### src/rtl/pwr_mode_pkg.sv
package pwr_mode_pkg;

    typedef enum logic [2:0] {
        PM_STANDBY = 3'd0,
        PM_RESTART = 3'd1,
        PM_OPER    = 3'd2,
        PM_IDLE    = 3'd3,
        PM_DRAIN   = 3'd4,
        PM_SREF    = 3'd5
    } pm_state_e;

    typedef struct packed {
        logic cpu_clk_en;
        logic osc_en;
        logic run;
        logic sref_req;
        logic clocks_off;
    } pm_out_t;

    // Output levels are a pure function of the mode and the held
    // self-refresh flag.
    function automatic pm_out_t pm_outputs(pm_state_e st, logic sref_held);
        pm_out_t o;
        o = '0;
        case (st)
            PM_OPER: begin
                o.cpu_clk_en = 1'b1;
                o.osc_en     = 1'b1;
                o.run        = 1'b1;
            end
            PM_IDLE, PM_DRAIN: begin
                o.osc_en = 1'b1;
                o.run    = 1'b1;
            end
            PM_SREF: begin
                o.osc_en   = 1'b1;
                o.run      = 1'b1;
                o.sref_req = 1'b1;
            end
            PM_RESTART: begin
                o.osc_en   = 1'b1;
                o.sref_req = sref_held;
            end
            default: begin
                o.sref_req   = sref_held;
                o.clocks_off = 1'b1;
            end
        endcase
        return o;
    endfunction

    // The external enable pin is pulled low only in 13 MHz mode with the
    // select bit clear, and only while clocks are stopped.
    function automatic logic pm_clken_level(logic clocks_off, logic mode_13m,
                                            logic clken_sel);
        return !(clocks_off && mode_13m && !clken_sel);
    endfunction

endpackage

### src/rtl/pwr_sync.sv
module pwr_sync #(
    parameter int          WIDTH   = 1,
    parameter int          STAGES  = 2,
    parameter logic [WIDTH-1:0] RST_VAL = '0
) (
    input  logic             clk,
    input  logic             rst,
    input  logic [WIDTH-1:0] din,
    output logic [WIDTH-1:0] dout
);
    logic [WIDTH-1:0] stage_q [STAGES];

    always_ff @(posedge clk or posedge rst) begin
        if (rst) begin
            for (int i = 0; i < STAGES; i++) stage_q[i] <= RST_VAL;
        end else begin
            stage_q[0] <= din;
            for (int i = 1; i < STAGES; i++) stage_q[i] <= stage_q[i-1];
        end
    end

    assign dout = stage_q[STAGES-1];
endmodule

### src/rtl/pwr_wake_detect.sv
module pwr_wake_detect #(
    parameter int               KBD_W         = 8,
    parameter logic [KBD_W-1:0] KBD_WAKE_MASK = 8'hBF,
    parameter int               SYNC_STAGES   = 2
) (
    input  logic             clk,
    input  logic             rst,
    input  logic             wake_pin,
    input  logic [KBD_W-1:0] kbd_port,
    output logic             wake_evt
);
    localparam int SRC_W = KBD_W + 1;

    logic [SRC_W-1:0] raw;
    logic [SRC_W-1:0] synced;
    logic [SRC_W-1:0] prev_q;
    logic [SRC_W-1:0] rise;
    logic [KBD_W-1:0] kbd_hit;

    assign raw = {kbd_port, wake_pin};

    pwr_sync #(
        .WIDTH  (SRC_W),
        .STAGES (SYNC_STAGES),
        .RST_VAL('0)
    ) u_sync (
        .clk (clk),
        .rst (rst),
        .din (raw),
        .dout(synced)
    );

    always_ff @(posedge clk or posedge rst) begin
        if (rst) prev_q <= '0;
        else     prev_q <= synced;
    end

    assign rise = synced & ~prev_q;

    for (genvar i = 0; i < KBD_W; i++) begin : g_kbd
        if (KBD_WAKE_MASK[i]) begin : g_on
            assign kbd_hit[i] = rise[i+1];
        end else begin : g_off
            assign kbd_hit[i] = 1'b0;
        end
    end

    assign wake_evt = rise[0] | (|kbd_hit);
endmodule

### src/rtl/pwr_fsm.sv
module pwr_fsm
    import pwr_mode_pkg::*;
#(
    parameter int              ADDR_W    = 16,
    parameter logic [ADDR_W-1:0] IDLE_ADDR = 16'h0800,
    parameter logic [ADDR_W-1:0] STBY_ADDR = 16'h0840
) (
    input  logic              clk,
    input  logic              rst,
    input  logic              bus_wr,
    input  logic [ADDR_W-1:0] bus_addr,
    input  logic              wake_evt,
    input  logic              irq_pending,
    input  logic              hw_force,
    input  logic              dram_busy,
    input  logic              sref_en,
    input  logic              sref_ack,
    input  logic              clk_stable,
    output pm_state_e         state,
    output logic              sref_held
);
    pm_state_e state_q, state_d;
    logic      armed_q, armed_d;
    logic      held_q, held_d;
    logic      wr_idle, wr_stby;
    pm_state_e stop_target;

    assign wr_idle = bus_wr && (bus_addr == IDLE_ADDR);
    assign wr_stby = bus_wr && (bus_addr == STBY_ADDR);

    // Where a standby entry goes once DRAM is quiet.
    assign stop_target = sref_en ? PM_SREF : PM_STANDBY;

    always_comb begin
        state_d = state_q;
        armed_d = armed_q;
        held_d  = held_q;
        case (state_q)
            PM_OPER: begin
                if (hw_force) begin
                    state_d = PM_DRAIN;
                    armed_d = 1'b0;
                end else if (wr_stby) begin
                    state_d = stop_target;
                    armed_d = 1'b1;
                end else if (wr_idle) begin
                    state_d = PM_IDLE;
                end
            end
            PM_IDLE: begin
                if (hw_force) begin
                    state_d = PM_DRAIN;
                    armed_d = 1'b0;
                end else if (wake_evt || irq_pending) begin
                    state_d = PM_OPER;
                end
            end
            PM_DRAIN: begin
                if (!dram_busy) state_d = stop_target;
            end
            PM_SREF: begin
                if (sref_ack) begin
                    state_d = PM_STANDBY;
                    held_d  = 1'b1;
                end
            end
            PM_STANDBY: begin
                if (!hw_force && (wake_evt || (armed_q && irq_pending)))
                    state_d = PM_RESTART;
            end
            PM_RESTART: begin
                if (clk_stable) begin
                    state_d = PM_OPER;
                    held_d  = 1'b0;
                end
            end
            default: state_d = PM_STANDBY;
        endcase
    end

    always_ff @(posedge clk or posedge rst) begin
        if (rst) begin
            state_q <= PM_STANDBY;
            armed_q <= 1'b0;
            held_q  <= 1'b0;
        end else begin
            state_q <= state_d;
            armed_q <= armed_d;
            held_q  <= held_d;
        end
    end

    assign state     = state_q;
    assign sref_held = held_q;
endmodule

### src/rtl/pwr_mode_ctrl.sv
module pwr_mode_ctrl
    import pwr_mode_pkg::*;
#(
    parameter int                ADDR_W        = 16,
    parameter logic [ADDR_W-1:0] IDLE_ADDR     = 16'h0800,
    parameter logic [ADDR_W-1:0] STBY_ADDR     = 16'h0840,
    parameter int                KBD_W         = 8,
    parameter logic [KBD_W-1:0]  KBD_WAKE_MASK = 8'hBF,
    parameter int                SYNC_STAGES   = 2
) (
    input  logic              clk,
    input  logic              rst,
    input  logic              bus_wr,
    input  logic [ADDR_W-1:0] bus_addr,
    input  logic              wake_pin,
    input  logic [KBD_W-1:0]  kbd_port,
    input  logic              irq_pending,
    input  logic              pwr_fail_n,
    input  logic              user_reset_n,
    input  logic              dram_busy,
    input  logic              sref_en,
    input  logic              sref_ack,
    input  logic              clk_stable,
    input  logic              mode_13m,
    input  logic              clken_sel,
    output logic              cpu_clk_en,
    output logic              osc_en,
    output logic              clken_pin,
    output logic              run,
    output logic              sref_req
);
    localparam logic [1:0] FORCE_IDLE = 2'b11;

    logic      wake_evt;
    logic [1:0] force_sync;
    logic      hw_force;
    pm_state_e cur_state;
    logic      sref_held;
    pm_out_t   outs;

    pwr_wake_detect #(
        .KBD_W        (KBD_W),
        .KBD_WAKE_MASK(KBD_WAKE_MASK),
        .SYNC_STAGES  (SYNC_STAGES)
    ) u_wake (
        .clk     (clk),
        .rst     (rst),
        .wake_pin(wake_pin),
        .kbd_port(kbd_port),
        .wake_evt(wake_evt)
    );

    pwr_sync #(
        .WIDTH  (2),
        .STAGES (SYNC_STAGES),
        .RST_VAL(FORCE_IDLE)
    ) u_force_sync (
        .clk (clk),
        .rst (rst),
        .din ({pwr_fail_n, user_reset_n}),
        .dout(force_sync)
    );

    assign hw_force = (force_sync != FORCE_IDLE);

    pwr_fsm #(
        .ADDR_W   (ADDR_W),
        .IDLE_ADDR(IDLE_ADDR),
        .STBY_ADDR(STBY_ADDR)
    ) u_fsm (
        .clk        (clk),
        .rst        (rst),
        .bus_wr     (bus_wr),
        .bus_addr   (bus_addr),
        .wake_evt   (wake_evt),
        .irq_pending(irq_pending),
        .hw_force   (hw_force),
        .dram_busy  (dram_busy),
        .sref_en    (sref_en),
        .sref_ack   (sref_ack),
        .clk_stable (clk_stable),
        .state      (cur_state),
        .sref_held  (sref_held)
    );

    assign outs       = pm_outputs(cur_state, sref_held);
    assign cpu_clk_en = outs.cpu_clk_en;
    assign osc_en     = outs.osc_en;
    assign run        = outs.run;
    assign sref_req   = outs.sref_req;
    assign clken_pin  = pm_clken_level(outs.clocks_off, mode_13m, clken_sel);
endmodule

### config.mk
export PLATFORM = sky130hd
export DESIGN_NAME = pwr_mode_ctrl
export DESIGN_NICKNAME = d
export VERILOG_FILES = /design/src/rtl/pwr_mode_pkg.sv /design/src/rtl/pwr_sync.sv /design/src/rtl/pwr_wake_detect.sv /design/src/rtl/pwr_fsm.sv /design/src/rtl/pwr_mode_ctrl.sv
export SDC_FILE = /design/constraint.sdc
export NUM_CORES = 1
export LEC_CHECK = 0
export ABC_AREA = 1
export CAP_MARGIN = 10
export CORE_MARGIN = 2
export CORE_UTILIZATION = 55
export CTS_CLUSTER_SIZE = 12
export DETAILED_ROUTE_END_ITERATION = 10
export DONT_BUFFER_PORTS = 1
export GPL_ROUTABILITY_DRIVEN = 0
export HOLD_SLACK_MARGIN = 0.03
export PLACE_DENSITY = 0.79
export RECOVER_POWER = 50
export SLEW_MARGIN = 20
export SYNTH_ARGS = -nofsm -noshare
export SYNTH_HDL_FRONTEND = slang
export SYNTH_SLANG_ARGS = --single-unit
### constraint.sdc
create_clock -name clk -period 1.7 [get_ports clk]
set_input_delay 0.085 -clock clk [delete_from_list [all_inputs] [get_ports clk]]
set_output_delay 0.085 -clock clk [all_outputs]
set_load 0.01 [all_outputs]
==> run summary <==
setup ws final = 103 ps
relative slew slack = 50.0%
CTS buffer count = 5
Fin Hold WS = 94.4 ps
FF+latch count, synth = 33
Max rail drop VDD = 1040 µV
die height = 52.6 µm
vias = 980
Worst-Skew Late Latency = 310 ps
Root Buffer = clkbuf_4
Mapped Avg Cell Area = 9.04 µm²
metal1 wirelength = 855 µm
Hold Crit Start = sref_en
Yosys warning total = 0
Setup Skew = 7.05 ps
syn nets = 181
result of the run = finished, final reports clean
Mapped Cells = 144
max layer used = met4
drt pass-1 iters = 4
Worst-path clk slew = 90 ps
fill count = 157
RR Startpoint = u_fsm.state[2]$_DFFE_PP0P_
vias in the first global route = 943
Worst Path Arrival = 1790 ps
largest cells by area after synthesis = dfrtp_1, nand2_1, dfstp_2
first-pass GRT wire length = 3790 µm
Tmin final = 1600 ps
initial core utilization = 58.3%
Avg WL per Cell = 12.1 µm
core area = 2230 µm²
Tot GR Track Use = 19.7%
PwrDens = 1270 nW/µm²
FF-to-FF path depth = 5
fin crit share = 94.0%
LEAKAGE = 0.817 nW
Seq/Total Area, Yosys = 63.8%
Max Cap Violations = 0
Synth Cell Area = 1300 µm²
vias per std cell = 5.03
die width = 52.6 µm
CTS tree = yes
RR Endpoint = u_fsm.sref_held$_DFFE_PP0P_
met2 routed WL = 1310 µm
CP Capture Type = flop
post-CTS setup buffers = 0
Synth area leader = dfrtp_1
Final Max Tran Viols = 0
layout cell share with drive strength beyond 1 = 16.2%
die area = 2770 µm²
Hold EP = u_fsm.state[2]$_DFFE_PP0P_
commonest non-fill, non-tap cell in the layout = nand2_1
CTS Sinks = 33
Critical Path RT = 1900 ps
Antenna Nets Post-Route = 0
Setup violations, final = 0
crit path max fanout = 4
area share of the largest cell type after synthesis = 55.8%
H-tree depth = 2
GRT Residual Overflow = 0
Worst Hold Class = in -> reg
IO Pins = 42
flop2flop setup slack = 100 ps
pre-CTS setup slack = 250 ps
CTS max path bufs = 2
Fin. Hold Viols = 0
Clock Power Share = 23.2%
Final HPWL DP = 1570 µm
initial antenna violation count = 0
drt drc = 0
met3 WL = 157 µm
crit path kind = reg -> reg
initial DRC count = 22
WL final = 2360 µm
combinational fraction of design power = 29.3%
most frequent cells in the layout = nand2_1, dfrtp_1, inv_1
sw power = 0.678 mW
Reg power frac = 47.5%
Cell Rows = 17
nets = 203
achievable clock frequency = 626 MHz
area delta synth->final = 21.6%
Unique masters post-synth = 15
WHS Path Cells = 6
Final Total Pwr = 2.01 mW
Sw Ratio = 33.8%
Int Power = 1.33 mW
Antenna diodes = 0
pin count of the biggest net entering global routing = 34
Buffers on Ports = 0
Worst-Margin Slew = 751 ps
crit path launch type = flop
critical path: stages (launching register included):
cell	delay, ps
dfrtp_2	450
inv_2	120
nand3_2	140
o21ai_1	130
o21ai_0	80
dlygate4sd3_1	560
layer usage:
metal / vias up / GRT usage (%)
met4: 0 / 10.3
met2: 48 / 35.4
met1: 441 / 20.8
met3: 5 / 5.14
met5: - / 0
li1: 486 / -
logic make-up (layout without fill, tap and decap cells):
family	Yosys count	count (layout)	share of synthesized area [%]
AND/OR/NAND/NOR	77	77	25.6
flip-flops	33	33	63.8
buffers and inverters	26	49	7.50
AO/OA/AOI/OAI	8	8	3.08
how the worst max path moves through the flow:
| stage | start | endpoint | cells after the start |
|---|---|---|---|
| 6_report | u_fsm.state[2]$_DFFE_PP0P_ | u_fsm.sref_held$_DFFE_PP0P_ | 5 |
| 4_1_cts | u_fsm.state[0]$_DFFE_PP0P_ | u_fsm.sref_held$_DFFE_PP0P_ | 5 |
| 3_3_place_gp | u_force_sync.dout[0]$_DFF_PP1_ | u_fsm.state[2]$_DFFE_PP0P_ | 9 |
| 2_1_floorplan | u_force_sync.dout[0]$_DFF_PP1_ | u_fsm.state[0]$_DFFE_PP0P_ | 10 |
| 5_1_grt | u_fsm.state[1]$_DFFE_PP0P_ | clken_pin | 7 |
| 3_5_place_dp | u_force_sync.dout[0]$_DFF_PP1_ | u_fsm.state[1]$_DFFE_PP0P_ | 10 |
per-stage QoR:
stage	util, %	std cells	cell area [µm²]	setup TNS, ps
final	70.9	195	1580	0
after global routing	70.9	195	1580	-4.38
after CTS	69.6	195	1560	0
after detailed placement	60.2	173	1340	0
after global placement	60.2	173	1340	0
after floorplan	-	144	1300	0
power by group through the flow:
stage	registers (mW)	clock network (mW)	logic, mW
floorplan	0.934	0	0.408
global placement	0.944	0	0.472
detailed placement	0.950	0	0.487
CTS	0.937	0.484	0.524
global route	0.961	0.521	0.659
finish	0.952	0.465	0.589
state kept, by name (all words and copies together) (netlist names):
name                   count
u_force_sync.dout          2
u_force_sync.stage_q       2
u_fsm.armed_q              1
u_fsm.sref_held            1
u_fsm.state                3
u_wake.prev_q              8
u_wake.u_sync.dout         8
u_wake.u_sync.stage_q      8
final cells by class:
cell class | instances | area, µm² | share of cell area, %
repair buffers | 15 | 145 | 9.17
flip-flops and latches | 33 | 835 | 52.7
clock inverters | 1 | 5.00 | 0.316
well taps | 28 | 35.0 | 2.21
clock buffers | 7 | 65.1 | 4.11
inverters | 26 | 97.6 | 6.17
multi-input cells | 85 | 400 | 25.3
Yosys cell counts (all sizes together):
cell type,count
nand2,40
dfrtp,29
inv,26
nor2,20
nand3,13
o21ai,5
dfstp,4
a21oi,3
nand4,2
nor3,2
timing repair:
action,CTS,global route
setup endpoints to repair,1,4
hold buffers,14,0
gates resized for setup,1,10
endpoints found under the hold margin,41,0
pin swaps,0,3
No activity file was read; power rests on OpenSTA's default activity.
